===== src/rtl/rq_pkg.sv =====
package rq_pkg;

  // Strobes from the control path to the record store.
  typedef struct packed {
    logic write;  // store a new record at the tail
    logic mark;   // set the executed flag of a record
  } rqStrobe_t;

endpackage


===== src/rtl/rq_datapath.sv =====
module rq_datapath
  import rq_pkg::*;
#(
  parameter int SLOTS = 8,
  parameter int IDW   = 8,
  parameter int CNTW  = 4,
  parameter int IDXW  = 3
) (
  input  logic                        clk,
  input  logic                        rst,
  input  rqStrobe_t                   stb,
  input  logic [IDXW-1:0]             wrIdx,
  input  logic [IDW-1:0]              wrId,
  input  logic [CNTW-1:0]             wrLen,
  input  logic [IDXW-1:0]             markIdx,
  input  logic [SLOTS-1:0]            clrMask,
  output logic [SLOTS-1:0][IDW-1:0]   idArr,
  output logic [SLOTS-1:0][CNTW-1:0]  lenArr,
  output logic [SLOTS-1:0]            doneArr
);

  for (genvar s = 0; s < SLOTS; s++) begin : g_slot
    logic hitWrite;
    logic hitMark;

    assign hitWrite = stb.write && (wrIdx == IDXW'(s));
    assign hitMark  = stb.mark && (markIdx == IDXW'(s));

    always_ff @(posedge clk) begin
      if (hitWrite) begin
        idArr[s]  <= wrId;
        lenArr[s] <= wrLen;
      end
    end

    always_ff @(posedge clk) begin
      if (rst) begin
        doneArr[s] <= 1'b0;
      end else if (hitWrite) begin
        doneArr[s] <= 1'b0;
      end else if (hitMark) begin
        doneArr[s] <= 1'b1;
      end else if (clrMask[s]) begin
        doneArr[s] <= 1'b0;
      end
    end
  end

endmodule


===== src/rtl/rq_control.sv =====
module rq_control
  import rq_pkg::*;
#(
  parameter int SLOTS = 8,
  parameter int LANES = 2,
  parameter int IDW   = 8,
  parameter int UOPW  = 4,
  parameter int CNTW  = 4,
  parameter int IDXW  = 3
) (
  input  logic                        clk,
  input  logic                        rst,
  input  logic                        resvValid,
  input  logic [UOPW-1:0]             resvUops,
  input  logic                        execValid,
  input  logic [IDXW-1:0]             execToken,
  input  logic [SLOTS-1:0][IDW-1:0]   idArr,
  input  logic [SLOTS-1:0][CNTW-1:0]  lenArr,
  input  logic [SLOTS-1:0]            doneArr,
  output rqStrobe_t                   stb,
  output logic [IDXW-1:0]             wrIdx,
  output logic [CNTW-1:0]             wrLen,
  output logic [IDXW-1:0]             markIdx,
  output logic [SLOTS-1:0]            clrMask,
  output logic [LANES-1:0]            retireValid,
  output logic [LANES-1:0][IDW-1:0]   laneId,
  output logic                        resvReady,
  output logic [IDXW-1:0]             resvToken,
  output logic [CNTW-1:0]             freeSlots
);

  localparam int SW = CNTW + 1;
  localparam int CW = (UOPW > CNTW) ? UOPW : CNTW;
  localparam logic [CNTW-1:0] FULL_CNT = CNTW'(SLOTS);

  logic [IDXW-1:0] headIdx;
  logic [IDXW-1:0] tailIdx;
  logic [CNTW-1:0] freeCnt;
  logic [IDXW-1:0] headEnd;
  logic [CNTW-1:0] freeEnd;
  logic [CNTW-1:0] need;
  logic            accept;

  function automatic logic [IDXW-1:0] wrapAdd(input logic [IDXW-1:0] p,
                                              input logic [CNTW-1:0] n);
    logic [SW-1:0] sum;
    sum = SW'(p) + SW'(n);
    if (sum >= SW'(SLOTS)) sum = sum - SW'(SLOTS);
    return IDXW'(sum);
  endfunction

  function automatic logic [CNTW-1:0] clampLen(input logic [UOPW-1:0] u);
    logic [CW-1:0] w;
    w = CW'(u);
    if (w == '0) return CNTW'(1);
    if (w > CW'(SLOTS)) return FULL_CNT;
    return CNTW'(w);
  endfunction

  assign need      = clampLen(resvUops);
  assign resvReady = (freeCnt >= need);
  assign accept    = resvValid && resvReady;
  assign resvToken = tailIdx;
  assign freeSlots = freeCnt;

  assign stb.write = accept;
  assign stb.mark  = execValid;
  assign wrIdx     = tailIdx;
  assign wrLen     = need;
  assign markIdx   = execToken;

  // Retire walk: one step per lane, each step starting where the last ended.
  always_comb begin
    logic [IDXW-1:0] h;
    logic [CNTW-1:0] f;
    logic            go;
    h           = headIdx;
    f           = freeCnt;
    go          = 1'b1;
    clrMask     = '0;
    retireValid = '0;
    laneId      = '0;
    for (int i = 0; i < LANES; i++) begin
      laneId[i] = idArr[h];
      if (go && (f != FULL_CNT) && doneArr[h]) begin
        retireValid[i] = 1'b1;
        clrMask[h]     = 1'b1;
        f              = f + lenArr[h];
        h              = wrapAdd(h, lenArr[h]);
      end else begin
        go = 1'b0;
      end
    end
    headEnd = h;
    freeEnd = f;
  end

  always_ff @(posedge clk) begin
    if (rst) begin
      headIdx <= '0;
      tailIdx <= '0;
      freeCnt <= FULL_CNT;
    end else begin
      headIdx <= headEnd;
      if (accept) tailIdx <= wrapAdd(tailIdx, need);
      freeCnt <= freeEnd - (accept ? need : '0);
    end
  end

endmodule


===== src/rtl/rq_top.sv =====
module rq_top
  import rq_pkg::*;
#(
  parameter  int SLOTS      = 8,
  parameter  int MAX_RETIRE = 2,
  parameter  int IDW        = 8,
  parameter  int UOPW       = 4,
  localparam int LANES      = (MAX_RETIRE == 0 || MAX_RETIRE > SLOTS) ? SLOTS : MAX_RETIRE,
  localparam int IDXW       = (SLOTS > 1) ? $clog2(SLOTS) : 1,
  localparam int CNTW       = $clog2(SLOTS + 1)
) (
  input  logic                  clk,
  input  logic                  rst,
  input  logic                  resvValid,
  input  logic [UOPW-1:0]       resvUops,
  input  logic [IDW-1:0]        resvId,
  output logic                  resvReady,
  output logic [IDXW-1:0]       resvToken,
  input  logic                  execValid,
  input  logic [IDXW-1:0]       execToken,
  output logic [LANES-1:0]      retireValid,
  output logic [LANES*IDW-1:0]  retireId,
  output logic [CNTW-1:0]       freeSlots
);

  rqStrobe_t                  stb;
  logic [IDXW-1:0]            wrIdx;
  logic [CNTW-1:0]            wrLen;
  logic [IDXW-1:0]            markIdx;
  logic [SLOTS-1:0]           clrMask;
  logic [SLOTS-1:0][IDW-1:0]  idArr;
  logic [SLOTS-1:0][CNTW-1:0] lenArr;
  logic [SLOTS-1:0]           doneFlags;
  logic [LANES-1:0][IDW-1:0]  laneId;

  rq_control #(
    .SLOTS(SLOTS), .LANES(LANES), .IDW(IDW),
    .UOPW(UOPW), .CNTW(CNTW), .IDXW(IDXW)
  ) u_ctrl (
    .clk(clk), .rst(rst),
    .resvValid(resvValid), .resvUops(resvUops),
    .execValid(execValid), .execToken(execToken),
    .idArr(idArr), .lenArr(lenArr), .doneArr(doneFlags),
    .stb(stb), .wrIdx(wrIdx), .wrLen(wrLen), .markIdx(markIdx),
    .clrMask(clrMask), .retireValid(retireValid), .laneId(laneId),
    .resvReady(resvReady), .resvToken(resvToken), .freeSlots(freeSlots)
  );

  rq_datapath #(
    .SLOTS(SLOTS), .IDW(IDW), .CNTW(CNTW), .IDXW(IDXW)
  ) u_dp (
    .clk(clk), .rst(rst), .stb(stb),
    .wrIdx(wrIdx), .wrId(resvId), .wrLen(wrLen),
    .markIdx(markIdx), .clrMask(clrMask),
    .idArr(idArr), .lenArr(lenArr), .doneArr(doneFlags)
  );

  assign retireId = laneId;

endmodule


===== config.mk =====
export PLATFORM = sky130hd
export DESIGN_NAME = rq_top
export DESIGN_NICKNAME = d
export VERILOG_FILES = /design/src/rtl/rq_pkg.sv /design/src/rtl/rq_datapath.sv /design/src/rtl/rq_control.sv /design/src/rtl/rq_top.sv
export SDC_FILE = /design/constraint.sdc
export NUM_CORES = 1
export LEC_CHECK = 0
export BUFFER_PORTS_ARGS = -buffer_cell sky130_fd_sc_hd__buf_2
export CAP_MARGIN = 0
export CORE_UTILIZATION = 45
export CTS_CLUSTER_DIAMETER = 60
export DETAILED_ROUTE_END_ITERATION = 8
export GPL_ROUTABILITY_DRIVEN = 0
export SLEW_MARGIN = 20
export SYNTH_ARGS = -nofsm -noshare
export SYNTH_HDL_FRONTEND = slang
export SYNTH_SLANG_ARGS = --single-unit

===== constraint.sdc =====
create_clock -name clk -period 10.5 [get_ports clk]
set_input_delay 0.525 -clock clk [delete_from_list [all_inputs] [get_ports clk]]
set_output_delay 0.525 -clock clk [all_outputs]
set_load 0.1 [all_outputs]

* After elaboration in Yosys (flattened, before gate mapping)
Cells that the tools add are included.
** Storage, ports and cells
- Register bits :: 114
- Latch bits :: 0
- Memory bits (writable) :: 0
- ROM bits :: 0
- Input bits :: 19
- Output and inout bits :: 26
- Word-level logic and storage cells :: 154
- Memories :: 0
** Cells by class
- Add/sub/neg operators :: 9
- Multiply operators :: 0
- Divide/modulo/power cells :: 0
- Order comparisons :: 9
- Eq/ne operators :: 16
- Shift operators :: 0
- Muxes and demuxes :: 51
- Bitwise logic cells :: 1
- Reductions and logical operators :: 41
** Operators by type and width (count)
- binary-select mux 8 bit (select 3 bit) :: 2
- 2-to-1 mux 4 bit :: 9
- 2-to-1 mux 8 bit :: 4
- 2-to-1 mux 1 bit :: 25
- binary-select mux 4 bit (select 3 bit) :: 2
- equality test 3 bit (second input constant) :: 8
- logical AND 1 bit :: 22
- nonzero test 2 bit :: 8
- OR reduction 2 bit :: 8
- adder 3 x 4 -> 5 bit :: 3
- >= comparator 5 x 4 -> 1 bit (second input constant) :: 3
- 2-to-1 mux 3 bit :: 5
- equality test 3 x 2 -> 1 bit (second input constant) :: 4
- subtractor 3 x 1 -> 3 bit (second input constant) :: 3
- adder 4 bit :: 2
- less-than comparator 3 x 4 -> 1 bit (second input constant) :: 2
- inequality test 4 bit (second input constant) :: 2
- bitwise OR 8 bit :: 1
- binary-select mux 1 bit (select 3 bit) :: 2
- demux 1 bit (select 3 bit) :: 2
- equality test 3 x 1 -> 1 bit (second input constant) :: 2
- >= comparator 3 x 1 -> 1 bit (second input constant) :: 2
- logical NOT 3 bit :: 2
- >= comparator 4 bit :: 1
- other kinds (3) :: 3

* Longest topological paths before layout
- Word-level depth :: 14
- Mapped depth :: 30
- Gate-level depth less buffers :: 26

* Hierarchy
From an unflattened synthesis, not the netlist that was laid out.
** Second synthesis, totals
- Cell total of the unflattened synthesis :: 557
- Area total of the unflattened synthesis :: 6461.2 sq um
** By module, submodules not included
- rq_datapath :: instances 1, cells an instance 137, area an instance 3323.2 sq um, sequential area each 3042.9 sq um
- rq_control :: instances 1, cells an instance 420, area an instance 3138.0 sq um, sequential area each 200.2 sq um

* Worst setup path before layout
Ideal clock, no wire load.
- Path type :: reg-to-output
- Start :: reg u_ctrl.headIdx[2]
- End :: out retireId[9]
- Data arrival time :: 6.507 ns
- Required time :: 9.975 ns
- Slack :: 3.468 ns
- Stages on the path, launching flop included :: 18
- Buffers on the path :: 8
- Path through :: dfxtp_1 buf_2 clkbuf_1 clkbuf_1 clkbuf_1 clkbuf_1 buf_1 mux2_2 fa_1 or3_4 a211oi_4 xor2_2 buf_6 clkbuf_1 nand2_1 a21oi_1 a21oi_1 o21ai_0
** Between the ends
- Word-level cells in the longest chain between the ends :: 8
- Elaborated cells between the ends (all ways) :: 12
- Those cells by class :: add/sub: 2; order compare: 1; mux: 8; reduce/logical: 1
** RTL lines
- from (decl) :: line rq_control.sv:36 : logic [IDXW-1:0] headIdx;
- from (signal assigned) :: line rq_control.sv:104 : headIdx <= headEnd;
- binary-select mux 4 bit (select 3 bit) :: line rq_control.sv:89 : h = wrapAdd(h, lenArr[h]);
- 2-to-1 mux 4 bit (implied by the code) :: line rq_control.sv:89
- adder 3 x 4 -> 5 bit :: line rq_control.sv:47 : sum = SW'(p) + SW'(n);
- >= comparator 5 x 4 -> 1 bit / subtractor 3 x 1 -> 3 bit (equally long branches) :: line rq_control.sv:48 : if (sum >= SW'(SLOTS)) sum = sum - SW'(SLOTS);
- 2-to-1 mux 3 bit :: line rq_control.sv:48
- 2-to-1 mux 3 bit (*) :: line rq_control.sv:85 : if (go && (f != FULL_CNT) && doneArr[h]) begin
- binary-select mux 8 bit (select 3 bit) (*) :: line rq_control.sv:84 : laneId[i] = idArr[h];
- 2-to-1 mux 8 bit (implied by the code) (*) :: line rq_control.sv:84
- to (decl) :: line rq_top.sv:22 : output logic [LANES*IDW-1:0] retireId,
Mark *: on every way between the ends. The rest lies on a longest branch, timed or not. The select of a mux whose other input is x is not followed.

* Worst setup path after layout
- Start :: reg u_ctrl.headIdx[0]
- End :: reg u_ctrl.freeCnt[3], in the netlist u_ctrl.freeSlots[3]
** Between the ends
- Word-level cells in the longest chain between the ends :: 11
- Elaborated cells between the ends (all ways) :: 23
- Those cells by class :: add/sub: 5; order compare: 1; eq/ne: 1; mux: 13; reduce/logical: 3
** RTL lines
- binary-select mux 4 bit (select 3 bit) :: line rq_control.sv:88, rq_control.sv:89
- 2-to-1 mux 4 bit (implied by the code) :: line rq_control.sv:88, rq_control.sv:89
- adder 3 x 4 -> 5 bit :: line rq_control.sv:47
- >= comparator 5 x 4 -> 1 bit / subtractor 3 x 1 -> 3 bit (equally long branches) :: line rq_control.sv:48
- 2-to-1 mux 3 bit :: line rq_control.sv:48
- 2-to-1 mux 3 bit :: line rq_control.sv:85
- binary-select mux 4 bit (select 3 bit) / binary-select mux 1 bit (select 3 bit) (equally long branches) :: line rq_control.sv:88, rq_control.sv:85
- 2-to-1 mux 4 bit (implied by the code) / 2-to-1 mux 1 bit (equally long branches) :: line rq_control.sv:88, rq_control.sv:85
- adder 4 bit / logical AND 1 bit (equally long branches) :: line rq_control.sv:88, rq_control.sv:85
- 2-to-1 mux 4 bit (*) :: line rq_control.sv:85
- subtractor 4 bit (*) :: line rq_control.sv:106 : freeCnt <= freeEnd - (accept ? need : '0);
- to (signal assigned) :: line rq_control.sv:106
- to (decl) :: line rq_control.sv:38 : logic [CNTW-1:0] freeCnt;
Marked as above.
A chain may end at the register's enable or synchronous reset.

==> reports/qor.log <==
INFO  power_and_ir_drop power.internal=1.01mW
INFO  logic_synthesis ys_warn_count=0
INFO  global_routing first_global_vias=5032
INFO  clocking       cts.repair.resized=0
INFO  placed_design  post-dp-hpwl=13.0mm
INFO  logic_synthesis ys_ff_latch=114
INFO  clocking       clock_sink_count=114
INFO  clocking       clock_tree.htree_level_count=4
INFO  logic_synthesis syn_nets=641
INFO  floorplan      initial_core_utilization=46.7%
INFO  clocking       library_cell_used_as_clock_root_buffer=sky130_fd_sc_hd__clkbuf_16
INFO  sta            layout_worst_path_cycle_share=68.3%
INFO  floorplan      std_cell_rows=43
INFO  global_routing grt_pass1_wl=29.2mm
INFO  sta            max-slew-margin-rel=16.4%
INFO  route          num_vias=5320
INFO  clocking       cts_tree=yes
INFO  sta            worst_clock_skew=0.00922ns
INFO  final_layout   postLayoutCellArea=7570um2
INFO  logic_synthesis post_synth_num_cell_types=70
INFO  worst_setup_path worst_ep_required_time=10.80ns
INFO  job            drv.max_cap_violation_count=0
INFO  route          postRouteWirelength=19.2mm
INFO  clocking       post_cts_hold_buffer_count=0
INFO  power_and_ir_drop p_per_cell_area=209nW/um2
INFO  logic_synthesis xor_xnor_share_of_the_synthesized_area=1.94%
INFO  floorplan      chipHeight=122um
INFO  final_layout   design.final.nets=685
INFO  final_layout   antenna-diode-count=0
INFO  clocking       worst_setup_hold_path_clk_slew=0.06ns
INFO  sta            timing.final.setup_violations=0
INFO  logic_synthesis number_of_synthesized_flops_with_an_enable_pin=96
INFO  global_routing grt_max_degree=49
INFO  global_routing grt_util_met3=5.48%
INFO  power_and_ir_drop cellLeakagePower=2.67nW
INFO  global_routing grt_use_met1=38.8%
INFO  route          route.detailed.vias_per_inst=6.36
INFO  logic_synthesis synth_flop_cell=sky130_fd_sc_hd__edfxtp_1
INFO  floorplan      design.die.area=15000um2
INFO  worst_setup_path worstSetupPathType=flop to flop
INFO  logic_synthesis synth_compound_area_share=16.6%
INFO  floorplan      core_area=14000um2
INFO  logic_synthesis synth_area_per_cell=10.9um2
INFO  worst_setup_path setup.worst_path.end_class=flop
INFO  route          drt-initial-drc-count=778
INFO  clocking       clk-insertion-delay-late=0.42ns
INFO  global_routing groute.usage.overall=27.0%
INFO  final_layout   number_of_fillers_in_the_final_layout=1203
INFO  power_and_ir_drop worst_ir_drop_vdd=109uV
INFO  logic_synthesis synth_top_family_by_area=compound AO/OA/AOI/OAI gates
INFO  worst_setup_path cp-start-kind=flop
INFO  logic_synthesis synthesis.instances=600
INFO  sta            final-hold-violation-count=0
INFO  clocking       cts-root-to-sink-buffers=2
INFO  route          route.detailed.wl_per_inst=23.0um
INFO  final_layout   post_route_cells_drive_above_1_share=18.8%
INFO  clocking       cts_setup_buffers=0
INFO  power_and_ir_drop pwr-share-clk=36.6%
INFO  power_and_ir_drop power.net_switching=0.575mW
INFO  floorplan      ioPinCount=45
INFO  logic_synthesis synth_sequential_area_ratio=49.7%
INFO  placed_design  buffer_ports.inserted=44
INFO  sta            grt_setup_unrepaired=false
INFO  route          drt_drc_violations_left=0
INFO  global_routing globalRoute.busiestLayer=met2
INFO  final_layout   area_delta_synth_final=16.0%
INFO  global_routing number_of_antenna_violations_at_the_first_check_in_global_routing=0
INFO  sta            fin_crit=7.17ns
INFO  global_routing global_route.usage.met2=39.4%
INFO  route          drt-pass1-iter-count=6
INFO  route          final_ant_viol_nets=0
INFO  global_routing gr-total-overflow=0
INFO  min_path       min_path_type=input pin to flop
INFO  logic_synthesis syn_std_cell_area=6530um2
INFO  sta            max_slew.worst_pin.slew=1.24ns
INFO  logic_synthesis synth-async-reset-ratio=0%
INFO  outcome        outcome=finished, final reports clean
INFO  power_and_ir_drop sequentialPowerShare=34.1%
INFO  logic_synthesis simple_gate_share_of_the_synthesized_area=15.4%
INFO  clocking       cts_made_buffers=17
INFO  floorplan      die_width=122um
INFO  sta            slew_violations=0
INFO  logic_synthesis synthMuxAreaShare=8.47%
INFO  sta            fin_tns_setup=0ns
INFO  power_and_ir_drop switching_part_of_the_total_power=36.2%
INFO  worst_setup_path cp.arrival=7.47ns
INFO  sta            fmax=139MHz
INFO  placed_design  post_dp_cell_area=6980um2
INFO  logic_synthesis synth_adder_area_share=4.91%
INFO  power_and_ir_drop power.share.combinational=29.2%
INFO  worst_setup_path worst-path-max-fanout=48
Yosys cell counts (all sizes together) (3+ instances only):
cell type | instances | area [um2]
xnor2 | 8 | 70.1
o211ai | 7 | 52.6
mux4 | 7 | 158
a21oi | 41 | 209
nor2b | 8 | 50.1
a31oi | 3 | 33.8
or4 | 3 | 22.5
nand2b | 16 | 100
edfxtp | 96 | 2880
nand2 | 76 | 285
nand3 | 15 | 75.1
a211oi | 7 | 77.6
nor4 | 4 | 25.0
a21o | 7 | 52.6
o221ai | 5 | 43.8
a222oi | 4 | 40.0
nand4 | 3 | 18.8
clkbuf | 21 | 78.8
fa | 6 | 120
o2111ai | 3 | 26.3
mux2 | 12 | 135
nor2 | 39 | 146
ha | 16 | 200
mux2i | 26 | 260
a221o | 3 | 30.0
a221oi | 8 | 70.1
inv | 17 | 63.8
and2 | 3 | 18.8
and3 | 4 | 25.0
nand4b | 3 | 26.3
xor2 | 3 | 33.8
o22ai | 6 | 37.5
buf | 10 | 57.6
a22o | 5 | 43.8
dfxtp | 18 | 360
or3 | 3 | 23.8
nor3 | 18 | 90.1
a22oi | 9 | 67.6
o21ai | 27 | 135
placed cells by master (no fill, tap or decap), drive strengths merged, types with 4 or more instances in the layout:
master / count
a222oi: 4
nor4: 4
a21oi: 41
mux4: 7
nor2b: 8
nor2: 39
inv: 18
edfxtp: 96
ha: 16
nand2b: 16
fa: 6
a221oi: 8
mux2i: 26
and3: 4
o221ai: 5
xnor2: 8
o211ai: 7
o22ai: 6
o21ai: 27
nand3: 15
a21o: 7
a22oi: 9
clkinv: 6
buf: 56
mux2: 12
nor3: 18
dfxtp: 18
nand2: 76
clkbuf: 18
a211oi: 7
a22o: 5
flip-flops by register name (all words and copies together) (netlist names):
| name | count |
|---|---|
| u_dp.idArr | 64 |
| u_ctrl.headIdx | 3 |
| u_dp.doneArr | 8 |
| u_dp.lenArr | 32 |
| u_ctrl.resvToken | 3 |
| u_ctrl.freeSlots | 4 |
routing by layer:
layer	up-vias	part of all wire, %	wire length [um]
met2	337	45	8580
met1	2554	43	8340
met4	0	2.2	420
met3	48	9.8	1890
li1	2381	-	-
met5	-	0	0
logic make-up after synthesis:
kind of cell | count (synthesis)
muxes | 45
adders and majority gates | 22
AOI/OAI and AO/OA | 153
xor gates and xnor gates | 12
buffers and inverters | 48
DFF | 114
and+or+nand+nor | 206
worst paths after layout:
kind	startpoint	endpoint	slack, ns	cells after the start
worst max-delay path	u_ctrl.headIdx[0]	u_ctrl.freeSlots[3]	3.33	19
worst min-delay path	resvId[5]	u_dp.idArr[61]	0.37	1
worst min register to register	u_dp.doneArr[5]	u_dp.doneArr[5]	0.58	2
worst max register to register	u_ctrl.headIdx[0]	u_ctrl.freeSlots[3]	3.33	19
critical path, stage by stage (launching register included):
cell and delay [ns]:
sky130_fd_sc_hd__dfxtp_2 0.31, sky130_fd_sc_hd__buf_4 0.53, sky130_fd_sc_hd__mux4_2 0.58, sky130_fd_sc_hd__mux2_2 0.33, sky130_fd_sc_hd__fa_1 0.48, sky130_fd_sc_hd__or3_4 0.44, sky130_fd_sc_hd__a211oi_4 0.62, sky130_fd_sc_hd__a21bo_2 0.25
sky130_fd_sc_hd__o21ai_0 0.07, sky130_fd_sc_hd__nor3_1 1.00, sky130_fd_sc_hd__nand2b_1 0.17, sky130_fd_sc_hd__o2111a_1 0.21, sky130_fd_sc_hd__fa_1 0.46, sky130_fd_sc_hd__mux2_1 0.33, sky130_fd_sc_hd__ha_1 0.29, sky130_fd_sc_hd__a21o_1 0.15
sky130_fd_sc_hd__a21oi_1 0.18, sky130_fd_sc_hd__xnor2_1 0.16, sky130_fd_sc_hd__a21oi_1 0.06, sky130_fd_sc_hd__or3b_1 0.37
through the flow:
stage / std cells / setup WS, ns / power, mW / hold WS [ns] / util, %
floorplan: 600 / 3.47 / 0.909 / 0.472 / -
global placement: 805 / 3.70 / 1.00 / 0.575 / 49.9
detailed placement: 805 / 3.46 / 1.01 / 0.559 / 49.9
CTS: 836 / 3.47 / 1.59 / 0.357 / 54.1
global route: 836 / 3.06 / 1.64 / 0.382 / 54.1
finish: 836 / 3.33 / 1.59 / 0.372 / 54.1
power by group through the flow:
stage / clock network, mW / logic (mW) / registers, mW
finish: 0.581 / 0.463 / 0.541
global route: 0.605 / 0.491 / 0.544
CTS: 0.586 / 0.461 / 0.541
detailed placement: 0 / 0.460 / 0.549
global placement: 0 / 0.455 / 0.549
floorplan: 0 / 0.326 / 0.583
area by class of cell:
type | instances | area (um2) | share of cell area, %
clock buffer | 18 | 429 | 5.67
clock inverter | 13 | 163 | 2.15
inverter | 17 | 63.8 | 0.843
multi-input combinational | 438 | 3140 | 41.4
sequential | 114 | 3250 | 42.9
tap | 180 | 225 | 2.97
timing repair buffer | 56 | 310 | 4.10
No activity file was read; power rests on OpenSTA's default activity.
